[src/rtl/adc_i2c_front.sv]
module adc_i2c_front #(
  parameter logic [4:0] ADDR_PREFIX = 5'b10010,
  parameter int RES_W = 10,
  parameter int SYNC_LEN = 2
) (
  input  logic             clk,
  input  logic             rst_n,
  input  logic             scl_i,
  input  logic             sda_i,
  output logic             sda_oe,
  input  logic [1:0]       strap,
  input  logic [RES_W-1:0] res_data,
  input  logic             res_valid,
  output logic             conv_start,
  output logic             conv_se,
  output logic [2:0]       conv_ch,
  output logic [1:0]       pd_mode
);
  localparam int FRAME_W = 16;

  typedef enum logic [2:0] {S_IDLE, S_ADDR, S_AACK, S_WR, S_WACK, S_RD, S_MACK} st_t;

  logic [SYNC_LEN-1:0] scl_sh, sda_sh;
  logic scl_q, sda_q;
  st_t st;
  logic [3:0] cnt;
  logic [7:0] sh;
  logic rw, nack, byte_sel, res_ok;
  logic [RES_W-1:0] res_q;
  logic [FRAME_W-1:0] frame;

  always_ff @(posedge clk or negedge rst_n)
    if (!rst_n) begin
      scl_sh <= '1; sda_sh <= '1; scl_q <= 1'b1; sda_q <= 1'b1;
    end else begin
      scl_sh <= {scl_sh[SYNC_LEN-2:0], scl_i};
      sda_sh <= {sda_sh[SYNC_LEN-2:0], sda_i};
      scl_q <= scl_sh[SYNC_LEN-1];
      sda_q <= sda_sh[SYNC_LEN-1];
    end

  wire scl_s     = scl_sh[SYNC_LEN-1];
  wire sda_s     = sda_sh[SYNC_LEN-1];
  wire scl_rise  = scl_s & ~scl_q;
  wire scl_fall  = ~scl_s & scl_q;
  wire start_det = scl_s & scl_q & sda_q & ~sda_s;
  wire stop_det  = scl_s & scl_q & ~sda_q & sda_s;
  wire addr_hit  = (sh[7:3] == ADDR_PREFIX) && (sh[2:1] == strap);
  wire [FRAME_W-1:0] frame_nx = res_ok ? FRAME_W'({res_q, 2'b00}) : '0;
  wire [7:0] cur_byte = byte_sel ? frame[7:0] : frame[15:8];
  wire [2:0] bit_idx = 3'(7 - cnt);

  always_ff @(posedge clk or negedge rst_n)
    if (!rst_n) begin
      st <= S_IDLE; cnt <= '0; sh <= '0; rw <= 1'b0; nack <= 1'b0;
      byte_sel <= 1'b0; res_ok <= 1'b0; res_q <= '0; frame <= '0;
      sda_oe <= 1'b0; conv_start <= 1'b0; conv_se <= 1'b0;
      conv_ch <= '0; pd_mode <= '0;
    end else begin
      conv_start <= 1'b0;
      if (res_valid) begin
        res_q <= res_data;
        res_ok <= 1'b1;
      end
      if (start_det) begin
        st <= S_ADDR; cnt <= '0; sda_oe <= 1'b0;
      end else if (stop_det) begin
        st <= S_IDLE; cnt <= '0; sda_oe <= 1'b0;
      end else begin
        case (st)
          S_ADDR:
            if (scl_rise) begin
              sh <= {sh[6:0], sda_s};
              cnt <= cnt + 4'd1;
            end else if (scl_fall && cnt == 4'd8) begin
              if (addr_hit) begin
                sda_oe <= 1'b1; rw <= sh[0]; st <= S_AACK;
              end else st <= S_IDLE;
            end
          S_AACK:
            if (scl_fall) begin
              cnt <= '0;
              if (rw) begin
                frame <= frame_nx; byte_sel <= 1'b0;
                sda_oe <= ~frame_nx[15]; st <= S_RD;
              end else begin
                sda_oe <= 1'b0; st <= S_WR;
              end
            end
          S_WR:
            if (scl_rise) begin
              sh <= {sh[6:0], sda_s};
              cnt <= cnt + 4'd1;
              if (cnt == 4'd3) begin
                conv_start <= 1'b1;
                conv_se <= sh[2];
                conv_ch <= {sh[1:0], sda_s};
              end
            end else if (scl_fall && cnt == 4'd8) begin
              sda_oe <= 1'b1; pd_mode <= sh[3:2]; st <= S_WACK;
            end
          S_WACK:
            if (scl_fall) begin
              sda_oe <= 1'b0; cnt <= '0; st <= S_WR;
            end
          S_RD:
            if (scl_rise) cnt <= cnt + 4'd1;
            else if (scl_fall) begin
              if (cnt == 4'd8) begin
                sda_oe <= 1'b0; st <= S_MACK;
              end else sda_oe <= ~cur_byte[bit_idx];
            end
          S_MACK:
            if (scl_rise) nack <= sda_s;
            else if (scl_fall) begin
              if (nack) st <= S_IDLE;
              else begin
                byte_sel <= 1'b1; cnt <= '0;
                sda_oe <= ~frame[7]; st <= S_RD;
              end
            end
          default: st <= S_IDLE;
        endcase
      end
    end

  AST_OE_AFTER_EVENT: assert property (@(posedge clk) disable iff (!rst_n)
    ($rose(sda_oe) || $fell(sda_oe)) |-> $past(scl_fall || start_det || stop_det));
  AST_STROBE_PULSE: assert property (@(posedge clk) disable iff (!rst_n)
    conv_start |=> !conv_start);
  AST_STROBE_ON_RISE: assert property (@(posedge clk) disable iff (!rst_n)
    conv_start |-> $past(scl_rise) && $past(st == S_WR));
  AST_STOP_RELEASES: assert property (@(posedge clk) disable iff (!rst_n)
    stop_det |=> !sda_oe);
  AST_NO_ACK_MISMATCH: assert property (@(posedge clk) disable iff (!rst_n)
    (st == S_ADDR && scl_fall && cnt == 4'd8 && !addr_hit && !start_det && !stop_det) |=> !sda_oe);
endmodule

[config.mk]
export PLATFORM = sky130hd
export DESIGN_NAME = adc_i2c_front
export DESIGN_NICKNAME = d
export VERILOG_FILES = /design/src/rtl/adc_i2c_front.sv
export SDC_FILE = /design/constraint.sdc
export NUM_CORES = 1
export LEC_CHECK = 0
export ABC_AREA = 1
export BUFFER_PORTS_ARGS = -buffer_cell sky130_fd_sc_hd__buf_2
export CAP_MARGIN = 30
export CORE_MARGIN = 2
export CORE_UTILIZATION = 45
export CTS_CLUSTER_SIZE = 20
export DETAILED_ROUTE_END_ITERATION = 12
export GPL_TIMING_DRIVEN = 0
export SYNTH_ARGS = -nofsm -noshare
export SYNTH_HDL_FRONTEND = slang
export SYNTH_SLANG_ARGS = --single-unit
[constraint.sdc]
create_clock -name clk -period 4.3 [get_ports clk]
set_clock_uncertainty 0.1 [all_clocks]
set_input_delay 0.215 -clock clk [delete_from_list [all_inputs] [get_ports clk]]
set_output_delay 0.215 -clock clk [all_outputs]
set_load 0.05 [all_outputs]
==> summary.txt <==
Outcome
  • Status: completed

Global route
  • Met2 global-route usage: 29.2%
  • GR Overflow Total: 0
  • Global-route track usage on met3: 3.93%
  • All-Layer GR Usage: 18.0%
  • Met1 Usage GRT: 23.6%
  • Busiest grt layer: met2
  • Largest net degree at the start of global routing: 41
  • Initial antenna violation count: 0
  • Global-route wire length before repair: 8.98 mm
  • Vias in the first global route: 1,982

Worst setup path
  • R2R depth: 12
  • Worst Path Required: 4410 ps
  • CP endpoint kind: flip-flop
  • Critical path fanouts, max: 8
  • Startpoint types: flip-flop
  • Reg2Reg Setup Slack: 2270 ps
  • Crit path kind: flip-flop to flip-flop
  • Worst R2R End: st[1]
  • Worst Path Arrival: 2140 ps
  • Reg-to-reg startpoint: cnt[0]

Timing
  • Rel. slew slack: 74.5%
  • Min Tclk post-route: 2030 ps
  • Final max-slew violation count: 0
  • Slew @ Worst Pin: 383 ps
  • Setup_tns: 0 ps
  • Period Utilization, post-route: 47.3%
  • Setup violations, final: 0
  • RSZ-0062 raised after global routing: no
  • Peak Freq: 492 MHz
  • Final hold vios: 0

Placed design
  • DP Area: 2840 µm²
  • Routability cong.: 0.933
  • Port bufs: 24
  • Detail Placement HPWL: 3.83 mm

Yosys
  • Synthesis Warnings: 0
  • Count of cell types in the netlist: 35
  • Largest family of logic cells by synthesized area: simple AND/OR/NAND/NOR gates
  • Post-synthesis compound-gate area fraction: 10.2%
  • Synth Instances: 321
  • Seq/Total Area, Yosys: 51.0%
  • Cell area after synthesis: 2610 µm²
  • Post-Synth Simple-Gate Area: 28.8%
  • Main synth FF type: dfrtp_1
  • EDFF count, synth: 0
  • Post-synthesis mux area share: 0%
  • Syn Nets: 340
  • Synth Area in Adders: 0.957%
  • Post-synth ARST share: 100%
  • Post-synthesis xor/xnor area fraction: 0.670%
  • #FFs+latches synth: 53
  • Average size of a mapped cell: 8.14 µm²

Drt
  • Final ANT Viol Nets: 0
  • Via count: 2,078
  • Drt total wl: 5.16 mm
  • DRC viols: 0
  • 1st-iter DRT viols: 153
  • Vias per std cell: 4.78
  • DR pass1 iterations: 4
  • Routed WL per cell: 11.9 µm

Clock tree
  • Worst-case clock buffer depth: 2
  • Post-cts gate resize count: 0
  • CTS tree: yes
  • # clock sinks: 53
  • CTS root buffer: clkbuf_8
  • CTS Hold Buffers Added: 9
  • Post-CTS Setup Repair Bufs: 0
  • Worst-path clk slew: 100 ps
  • CTS Buf Count: 5
  • Clock latency on the worst-skew pair: 310 ps
  • Htree depth: 2

Floorplanning
  • Core ar.: 5570 µm²
  • Full die area: 6430 µm²
  • Die X: 80.2 µm
  • DIE HEIGHT: 80.2 µm
  • I/O pin total: 25
  • Initial core utilization: 46.9%
  • Rows: 27

Final layout
  • Layout cell share with drive strength beyond 1: 17.6%
  • Nets@finish: 381
  • Post-route cell area: 3020 µm²
  • # diodes: 0
  • Fillers: 554
  • Area delta synth->final: 15.6%

Pwr
  • Clk pwr share: 27.8%
  • Leak: 1.50 nW
  • Sequential Power Share: 56.6%
  • Worst vdd ir: 0.000175 V
  • Pwr per Cell Area: 336 nW/µm²
  • Switching Share: 28.7%
  • Sw Pwr: 0.292 mW
  • Internal power: 0.724 mW
  • Gate power share: 15.6%

Job
  • Max-cap violations: 0

Worst hold path
  • WHS Endpoint: res_q[7]
  • Hold Startpoint: res_data[7]
  • WHS Path Cells: 3
  • Worst min-delay path category: input port to flip-flop
-- placed cells by master, fill, tap and decap left out, drive strengths merged --
master       instances
inv                 43
nand2              105
a31oi                1
nand3               32
nor3                 1
dlygate4sd3          9
ha                   2
dfrtp               47
nor4                 1
dfstp                6
o21ai               35
or2                  2
clkinv               2
o211ai               2
clkbuf               8
nor2                26
a21oi                5
xor2                 2
nand4                3
buf                 30
a211oi               1
-- cells by family after synthesis --
group           after synthesis
compound gates               44
xor+xnor                      2
fa+ha+maj                     2
buf+inv                      50
flops                        53
simple gates                170
-- worst max-delay path, cell delays in order, from the launching register on --
cell     delay (ps)
dfrtp_1         390
buf_2           160
inv_1           140
ha_1            170
nand3_1         150
nor2_1          200
inv_1            80
nand3_1         100
nand4_1         130
inv_1           100
nand2_2          90
nand2_1          90
o21ai_2          50
-- cell type report --
class	count	area, µm²	share of cell area, %
repair buffers	34	230	7.62
clock inverters	2	13.8	0.456
multi-input cells	218	1060	35.2
inverters	43	164	5.43
clock buffers	6	72.6	2.40
well taps	72	90.1	2.98
flip-flops and latches	53	1330	44.2
plain buffers	7	53.8	1.78
-- registers in the layout (all words and copies together) (netlist names), 2 cells and up --
| register | count |
|---|---|
| cnt | 4 |
| scl_sh | 2 |
| sh | 8 |
| sda_sh | 2 |
| st | 3 |
| pd_mode | 2 |
| res_q | 10 |
| conv_ch | 3 |
| frame | 10 |
-- through the flow --
step / hold WS, ps / setup slack [ps] / total power [mW] / util [%] / instances
floorplan: -181 / 2590 / 0.686 / - / 321
global placement: 220 / 2270 / 0.731 / 50.7 / 417
detailed placement: 41.1 / 2270 / 0.737 / 51.0 / 418
CTS: 1.27 / 2260 / 1.03 / 54.2 / 435
global route: 7.73 / 2000 / 1.08 / 54.2 / 435
finish: 13.8 / 2270 / 1.02 / 54.2 / 435
-- cell usage after synthesis (all sizes together), types with 2 or more instances --
master	n	area share [%]
nand2	105	16
dfrtp	47	45
dfstp	6	6.0
buf	5	1.8
ha	2	0.96
xor2	2	0.67
clkbuf	2	0.29
or2	2	0.48
inv	42	6.1
o21ai	35	7.7
o211ai	2	0.57
nand3	32	6.3
a21oi	5	1.4
nand4	3	0.96
nor2	26	5.0
-- how the worst max path moves through the flow --
stage | startpoint | endpoint | slack [ps] | depth (start not counted)
finish | cnt[0] | st[1] | 2270 | 12
floorplan | cnt[0] | st[1] | 2590 | 12
detailed placement | cnt[0] | st[1] | 2270 | 12
CTS | cnt[0] | st[1] | 2260 | 12
global placement | cnt[0] | st[1] | 2270 | 12
global route | cnt[0] | st[0] | 2000 | 12
-- metal layers --
| layer | part of all wire (%) | wire length, µm | up-vias |
|---|---|---|---|
| met5 | 0 | 0 | - |
| met4 | 1.8 | 95 | 0 |
| met3 | 3.1 | 159 | 10 |
| met2 | 46 | 2380 | 37 |
| met1 | 49 | 2520 | 937 |
| li1 | - | - | 1094 |
-- power groups by stage --
stage | combinational (mW) | clock (mW) | sequential, mW
floorplan | 0.0983 | 0 | 0.588
global placement | 0.148 | 0 | 0.583
detailed placement | 0.153 | 0 | 0.584
CTS | 0.160 | 0.294 | 0.575
global route | 0.185 | 0.315 | 0.581
finish | 0.158 | 0.282 | 0.575
Power figures use the tool's default switching activity.
